`config.mk`:
```
export PLATFORM = sky130hd
export DESIGN_NAME = bus_clk_presc
export DESIGN_NICKNAME = d
export VERILOG_FILES = /design/src/rtl/presc_pkg.sv /design/src/rtl/presc_cfg.sv /design/src/rtl/presc_stage.sv /design/src/rtl/bus_clk_presc.sv
export SDC_FILE = /design/constraint.sdc
export NUM_CORES = 1
export LEC_CHECK = 0
export BUFFER_PORTS_ARGS = -buffer_cell sky130_fd_sc_hd__buf_2
export CAP_MARGIN = 20
export CELL_PAD_IN_SITES_DETAIL_PLACEMENT = 0
export CELL_PAD_IN_SITES_GLOBAL_PLACEMENT = 2
export CORE_MARGIN = 10
export CORE_UTILIZATION = 35
export DETAILED_ROUTE_END_ITERATION = 6
export GPL_TIMING_DRIVEN = 0
export PLACE_DENSITY_LB_ADDON = 0.3
export SLEW_MARGIN = 20
export SYNTH_ARGS = -nofsm -noshare
export SYNTH_HDL_FRONTEND = slang
export SYNTH_SLANG_ARGS = --single-unit
export TNS_END_PERCENT = 20
```
`constraint.sdc`:
```
create_clock -name clk_i -period 2.1 [get_ports clk_i]
set_input_delay 0 -clock clk_i [delete_from_list [all_inputs] [get_ports clk_i]]
set_output_delay 0 -clock clk_i [all_outputs]
set_load 0.02 [all_outputs]
```
`src/rtl/presc_pkg.sv`:
```
package presc_pkg;
  localparam int SYS_CODE_W    = 4;
  localparam int PER_CODE_W    = 3;
  localparam int SYS_SHIFT_MAX = 9;
  localparam int PER_SHIFT_MAX = 4;
  localparam int SYS_SHIFT_W   = $clog2(SYS_SHIFT_MAX + 1);
  localparam int PER_SHIFT_W   = $clog2(PER_SHIFT_MAX + 1);
  localparam int N_PER         = 2;
  localparam int SEL_W         = 2;

  typedef enum logic [SEL_W-1:0] {
    SEL_SYS  = 2'd0,
    SEL_PA   = 2'd1,
    SEL_PB   = 2'd2,
    SEL_NONE = 2'd3
  } cfg_sel_e;

  // code -> log2(ratio); index 4 and up skip one step (no /32)
  function automatic logic [SYS_SHIFT_W-1:0] sys_shift(input logic [SYS_CODE_W-1:0] code);
    logic [SYS_SHIFT_W-1:0] s;
    if (!code[SYS_CODE_W-1]) begin
      s = '0;
    end else begin
      s = SYS_SHIFT_W'(code[SYS_CODE_W-2:0]) + SYS_SHIFT_W'(1);
      if (code[SYS_CODE_W-2]) s = s + SYS_SHIFT_W'(1);
    end
    return s;
  endfunction

  function automatic logic [PER_SHIFT_W-1:0] per_shift(input logic [PER_CODE_W-1:0] code);
    logic [PER_SHIFT_W-1:0] s;
    if (!code[PER_CODE_W-1]) s = '0;
    else s = PER_SHIFT_W'(code[PER_CODE_W-2:0]) + PER_SHIFT_W'(1);
    return s;
  endfunction
endpackage

```
`src/rtl/presc_cfg.sv`:
```
module presc_cfg
  import presc_pkg::*;
(
  input  logic                    clk_i,
  input  logic                    rst_ni,
  input  logic                    cfg_we_i,
  input  logic [SEL_W-1:0]        cfg_sel_i,
  input  logic [SYS_CODE_W-1:0]   cfg_data_i,
  output logic [SYS_SHIFT_W-1:0]  sys_shift_o,
  output logic [PER_SHIFT_W-1:0]  per_shift_o [N_PER]
);
  logic [SYS_CODE_W-1:0] sys_code_q;
  logic [PER_CODE_W-1:0] per_code_q [N_PER];

  always_ff @(posedge clk_i or negedge rst_ni) begin
    if (!rst_ni) sys_code_q <= '0;
    else if (cfg_we_i && cfg_sel_i == SEL_SYS) sys_code_q <= cfg_data_i;
  end

  assign sys_shift_o = sys_shift(sys_code_q);

  for (genvar i = 0; i < N_PER; i++) begin : g_per
    always_ff @(posedge clk_i or negedge rst_ni) begin
      if (!rst_ni) per_code_q[i] <= '0;
      else if (cfg_we_i && cfg_sel_i == SEL_W'(i + 1))
        per_code_q[i] <= cfg_data_i[PER_CODE_W-1:0];
    end
    assign per_shift_o[i] = per_shift(per_code_q[i]);


    per_hold_chk: assert property (@(posedge clk_i) disable iff (!rst_ni)
      (cfg_we_i && cfg_sel_i == SEL_NONE) |=> $stable(per_code_q[i]));
  end


  sys_hold_chk: assert property (@(posedge clk_i) disable iff (!rst_ni)
    (cfg_we_i && cfg_sel_i == SEL_NONE) |=> $stable(sys_code_q));


  sys_load_chk: assert property (@(posedge clk_i) disable iff (!rst_ni)
    (cfg_we_i && cfg_sel_i == SEL_SYS) |=> sys_code_q == $past(cfg_data_i));
endmodule

```
`src/rtl/presc_stage.sv`:
```
module presc_stage #(
  parameter int MAX_SHIFT = 9
) (
  input  logic                                  clk_i,
  input  logic                                  rst_ni,
  input  logic                                  tick_i,
  input  logic [$clog2(MAX_SHIFT+1)-1:0]        shift_i,
  output logic                                  en_o
);
  localparam int SHW   = $clog2(MAX_SHIFT + 1);
  localparam int CNT_W = (MAX_SHIFT > 0) ? MAX_SHIFT : 1;

  logic [CNT_W-1:0] cnt_q;
  logic [CNT_W-1:0] last;
  logic [SHW-1:0]   cur_q;
  logic             wrap;

  assign last = ~({CNT_W{1'b1}} << cur_q);
  assign wrap = (cnt_q == last);
  assign en_o = tick_i & wrap;

  // ratio sampled only at period end
  always_ff @(posedge clk_i or negedge rst_ni) begin
    if (!rst_ni) begin
      cnt_q <= '0;
      cur_q <= '0;
    end else if (tick_i) begin
      if (wrap) begin
        cnt_q <= '0;
        cur_q <= shift_i;
      end else begin
        cnt_q <= cnt_q + 1'b1;
      end
    end
  end


  ratio_switch_chk: assert property (@(posedge clk_i) disable iff (!rst_ni)
    !$stable(cur_q) |-> $past(en_o));


  single_pulse_chk: assert property (@(posedge clk_i) disable iff (!rst_ni)
    (en_o && shift_i != '0) |=> !en_o);


  cnt_range_chk: assert property (@(posedge clk_i) disable iff (!rst_ni)
    cnt_q <= last);


  ratio_one_chk: assert property (@(posedge clk_i) disable iff (!rst_ni)
    (cur_q == '0) |-> (en_o == tick_i));
endmodule

```
`src/rtl/bus_clk_presc.sv`:
```
module bus_clk_presc
  import presc_pkg::*;
(
  input  logic       clk_i,
  input  logic       rst_ni,
  input  logic       cfg_we_i,
  input  logic [1:0] cfg_sel_i,
  input  logic [3:0] cfg_data_i,
  output logic       sys_en_o,
  output logic       pa_en_o,
  output logic       pb_en_o
);
  logic [SYS_SHIFT_W-1:0] sys_shift_w;
  logic [PER_SHIFT_W-1:0] per_shift_w [N_PER];
  logic [N_PER-1:0]       per_en;
  logic                   sys_en;

  presc_cfg u_cfg (
    .clk_i       (clk_i),
    .rst_ni      (rst_ni),
    .cfg_we_i    (cfg_we_i),
    .cfg_sel_i   (cfg_sel_i),
    .cfg_data_i  (cfg_data_i),
    .sys_shift_o (sys_shift_w),
    .per_shift_o (per_shift_w)
  );

  presc_stage #(.MAX_SHIFT(SYS_SHIFT_MAX)) u_sys (
    .clk_i   (clk_i),
    .rst_ni  (rst_ni),
    .tick_i  (1'b1),
    .shift_i (sys_shift_w),
    .en_o    (sys_en)
  );

  for (genvar i = 0; i < N_PER; i++) begin : g_per
    presc_stage #(.MAX_SHIFT(PER_SHIFT_MAX)) u_per (
      .clk_i   (clk_i),
      .rst_ni  (rst_ni),
      .tick_i  (sys_en),
      .shift_i (per_shift_w[i]),
      .en_o    (per_en[i])
    );


    per_gated_chk: assert property (@(posedge clk_i) disable iff (!rst_ni)
      per_en[i] |-> sys_en);
  end

  assign sys_en_o = sys_en;
  assign pa_en_o  = per_en[0];
  assign pb_en_o  = per_en[1];
endmodule

```
# Yosys cells after proc, flatten, opt, wreduce, memory -nomap -nowiden
# Index checks and enable logic that the tools add are counted.
[classes]
n_shift = 3
n_eq_ne = 5
mux = 7
addsub = 7
n_bitwise = 5
n_reduce_logical = 6
[ops]
columns = ["operator", "n"]
rows = [
  ["4-bit 2-to-1 mux", 4],
  ["4-bit by 1-bit adder with 4-bit output (second input constant)", 3],
  ["9-bit by 1-bit adder with 9-bit output (second input constant)", 1],
  ["9-bit equality test", 1],
  ["9-bit 2-to-1 mux", 1],
  ["9-bit NOT", 1],
  ["9-bit by 4-bit left shift with 9-bit output (first input constant)", 1],
  ["4-bit equality test", 2],
  ["4-bit NOT", 2],
  ["4-bit by 3-bit left shift with 4-bit output (first input constant)", 2],
  ["2-bit by 1-bit adder with 3-bit output (second input constant)", 2],
  ["3-bit 2-to-1 mux", 2],
  ["3-bit by 1-bit adder with 4-bit output (second input constant)", 1],
  ["2-bit AND reduction", 2],
  ["1-bit logical AND", 3],
  ["1-bit bitwise AND", 2],
  ["2-bit by 1-bit equality test with 1-bit output (second input constant)", 1],
  ["2-bit equality test (second input constant)", 1],
  ["2-bit zero test", 1],
]
[totals]
elab_cells = 42
ff_bits = 37
out_inout_bits = 3

# Longest topological paths before layout
[logic_depth]
ltp_word = 4
mapped_depth = 8
depth_no_buf = 6

# Cells and area by module
# Synthesis repeated with hierarchy kept, for this count alone.
[hier_totals]
hier_cells = 216
area_unflattened_um2 = 2265.9
[modules_own_cells]
columns = ["mod", "cells_per_inst", "area_each_um2", "n_inst"]
rows = [
  ["presc_stage (u_sys)", 88, 860.8, 1],
  ["presc_stage (g_per[0].u_per ...)", 40, 421.7, 2],
  ["presc_cfg", 47, 558.0, 1],
  ["bus_clk_presc", 1, 3.8, 1],
]

# Worst setup path before layout
# No wires, ideal clock.
[synth_timing]
path_type = "register to register"
start = "register u_sys.cur_q[3]"
end = "register g_per[0].u_per.cnt_q[0]"
setup_ns = 0.125
path_stages_with_launch = 8
arrival_ns = 2.057
synth_period_minus_slack_ns = 2.182
setup_slack_ns = -0.082
cell_sequence = "dfrtp_1 > buf_2 > or4_1 > nor2_1 > o32ai_1 > nor4_4 > buf_4 > mux2_2"
[synth_between]
elab_chain_cells = 3
[synth_lines]
columns = ["element", "line_no", "text"]
rows = [
  ["from (decl)", "presc_stage.sv:15", "logic [SHW-1:0] cur_q;"],
  ["from (signal assigned)", "presc_stage.sv:30", "cur_q <= shift_i;"],
  ["9-bit by 4-bit left shift with 9-bit output", "presc_stage.sv:18", "assign last = ~({CNT_W{1'b1}} << cur_q);"],
  ["9-bit NOT", "presc_stage.sv:18", ""],
  ["9-bit equality test", "presc_stage.sv:19", "assign wrap = (cnt_q == last);"],
  ["to (signal assigned)", "presc_stage.sv:32", "cnt_q <= cnt_q + 1'b1;"],
  ["to (decl)", "presc_stage.sv:13", "logic [CNT_W-1:0] cnt_q;"],
]
# No other way between the ends.
# A chain may end at the register's enable or synchronous reset.

# Worst setup path after layout
[layout_timing]
start = "register u_sys.cur_q[2]"
end = "register g_per[0].u_per.cnt_q[0]"
# Same word-level chain as after synthesis.

==> summary.txt <==
outcome = complete, but fails checks
failing checks = negative setup slack
syn_nets = 217
first-pass GRT wire length = 7490 um
dpl ws = -0.319 ns
f_max = 0.432 GHz
minimum clock period = 2.32 ns
clk_lat worst skew = 0.29 ns
vias in the first global route = 1527
commonest non-fill, non-tap cell in the layout = dfrtp_1
Synth Register Bits = 37
grt peak-use layer = met2
Final period util = 1.10
H-tree levels = 2
worst-path cell chain = or4_4, nor2_4, o32ai_2, nor4_4, buf_4, buf_6, buf_8, mux2_2
clk slew on worst S/H paths = 0.08 ns
remaining antenna violation count = 0
Iteration-0 DRC Markers = 81
crit-path max FO = 9
DRT Wirelength = 4290 um
crit path max-delay cell type = or4_4
initial antenna violation count = 0
final-layout fill cell count = 543
Slew @ Worst Pin = 0.831 ns
io pins = 12
Overflow after GRT = 0
Antenna diodes = 0
Final Slew Violations = 0
Top delay family on crit path = simple AND/OR/NAND/NOR gates
Lkg Pwr = 1.14 nW
maximum vdd drop = 0.421 mV
Area after DPL = 2180 um2
Syn Area/Cell = 10.1 um2
Routability Congestion = 0.739
area of the multi-input gates = 1090 um2
via count = 1511
fin nets = 247
Die Ht = 96.2 um
pin count of the biggest net entering global routing = 38
sequential area share after synthesis = 0.456
CTS Root Cell = clkbuf_8
CP Launch Type = flop
skew final = 0.00458 ns
Area growth syn-to-layout = 23.8%
Final Hold Viols = 0
worst hold path class = in2reg
register area = 930 um2
synthesized cell area = 2030 um2
worst setup slack after layout = -0.217 ns
maximum root-to-sink buffer count = 2
gr usage total = 0.102
Final Cell Area = 2520 um2
DRT Pass-1 Iters = 4
Slew HR = 0.446
WL/cell = 14.1 um
Max Cap Violations = 0
Setup violations, final = 15
share of cells above drive strength 1 = 0.263
IO buf count = 11
grt met2 use = 0.155
# DRC = 0
CP Class = reg2reg
CTS Sinks = 37
Crit path required time = 2.28 ns
most frequent cells in the layout = dfrtp_1 (34), nor2_1 (16), inv_1 (15)
largest stage delay on the critical path = 0.55 ns
Worst EP arrival = 2.49 ns
CTS tree = yes
CTS buffer count = 5
Placeable Area = 5570 um2
worst path bufs/invs = 3
Power Density = 1310 nW/um2
WHS = 0.146 ns
r2r setup slk = -0.22 ns
setup TNS = -1.72 ns
Final Util = 0.451
Placement Rows = 27
Synth Warn # = 0
grt met3 use = 0.0241
RSZ-0062 raised after global routing = true
Netlist cell types = 41
Die W = 96.2 um
Synth Instances = 201
die area = 9250 um2
Starting Density = 0.365
Vias/cell = 4.97
placed wire-length estimate = 2840 um
Crit. End Element = flop
GR Layer Usage met1 = 0.138
power breakdown:
part	internal, mW	switching [mW]
clock	0.386	0.268
sequential	0.929	0.273
combinational	0.713	0.724
total	2.03	1.27
final cells by class:
| cell class | instances | share of cell area |
|---|---|---|
| buffer | 4 | 0.0139 |
| clock buffer | 6 | 0.0328 |
| clock inverter | 2 | 0.0149 |
| inverter | 16 | 0.0239 |
| multi-input combinational | 143 | 0.433 |
| sequential | 37 | 0.369 |
| tap | 72 | 0.0358 |
| timing repair buffer | 24 | 0.0761 |
state kept, by name, summed over array words and instances (netlist names):
register and count:
u_cfg.sys_code_q 4, u_cfg.per_code_q 6, u_sys.cnt_q 9, g_per.u_per.cur_q 6, u_sys.cur_q 4, g_per.u_per.cnt_q 8
per-layer routing:
layer / share of wire / up-vias
met4: 0.013 / 0
met5: 0 / -
li1: - / 761
met3: 0.024 / 5
met2: 0.47 / 13
met1: 0.49 / 732
synth_stat cells (all sizes together):
master,instances,share of area
maj3,1,0.0049
nand3b,4,0.015
a22oi,1,0.0037
o211ai,2,0.0074
clkbuf,1,0.0018
nor4,2,0.014
nor2b,5,0.015
o31a,1,0.0043
o31ai,1,0.0037
and2,2,0.0062
or3,2,0.0062
a21oi,7,0.017
nor2,17,0.031
xor2,7,0.030
mux2i,7,0.034
nand3,11,0.027
buf,4,0.012
nand2b,6,0.018
a31oi,2,0.0062
or4,2,0.0074
xnor2,6,0.026
or4bb,1,0.0055
nor3b,1,0.0037
o32ai,1,0.0043
o311ai,1,0.0043
mux2,14,0.078
nand2,12,0.022
o21ai,10,0.025
dfrtp,37,0.46
o21ba,1,0.0049
a21o,1,0.0037
inv,16,0.030
and3,1,0.0031
a32oi,1,0.0043
a221oi,1,0.0043
and4,1,0.0043
ha,7,0.043
nand4,4,0.012
final timing paths:
check / startpoint / endpoint / depth (start not counted)
max in group asynchronous: rst_ni / u_sys.cur_q[3]$_DFFE_PN0N_ / 2
max: u_sys.cur_q[2]$_DFFE_PN0N_ / g_per[0].u_per.cnt_q[0]$_DFFE_PN0N_ / 8
min in group asynchronous: rst_ni / g_per[1].u_per.cur_q[1]$_DFFE_PN0P_ / 2
min reg2reg: u_cfg.per_code_q[1]$_DFFE_PN0P_ / u_cfg.per_code_q[1]$_DFFE_PN0P_ / 1
min: cfg_sel_i[0] / u_cfg.sys_code_q[3]$_DFFE_PN0P_ / 3
max reg2reg: u_sys.cur_q[2]$_DFFE_PN0N_ / g_per[0].u_per.cnt_q[0]$_DFFE_PN0N_ / 8
logic make-up (layout without fill, tap and decap cells):
family / Yosys count / count (layout) / share of synthesized area
compound gates: 30 / 30 / 0.0930
xor+xnor: 13 / 13 / 0.0560
fa+ha+maj: 8 / 8 / 0.0480
buf+inv: 21 / 52 / 0.0437
flops: 37 / 37 / 0.456
mux: 21 / 21 / 0.112
simple gates: 71 / 71 / 0.192
per-stage QoR:
step | power (mW) | cells
floorplan | 2.09 | 201
global route | 3.57 | 304
global placement | 2.37 | 284
CTS | 3.19 | 303
finish | 3.29 | 304
detailed placement | 2.38 | 284
worst register-to-register path, cell delays in order, from the launching register on:
cell     delay [ns]
dfrtp_2        0.47
or4_4          0.55
nor2_4         0.12
o32ai_2        0.09
nor4_4         0.25
buf_4          0.18
buf_6          0.11
buf_8          0.12
mux2_2         0.33
what timing repair did:
item | in CTS | in global routing
pin swaps | 1 | 3
endpoints found under the setup margin | 30 | 18
buffers inserted | 7 | 1
hold buffers | 5 | 0
hold endpoints to repair | 47 | 0
resized for setup | 16 | 15
Note: power is estimated with default switching activity, not from simulation.
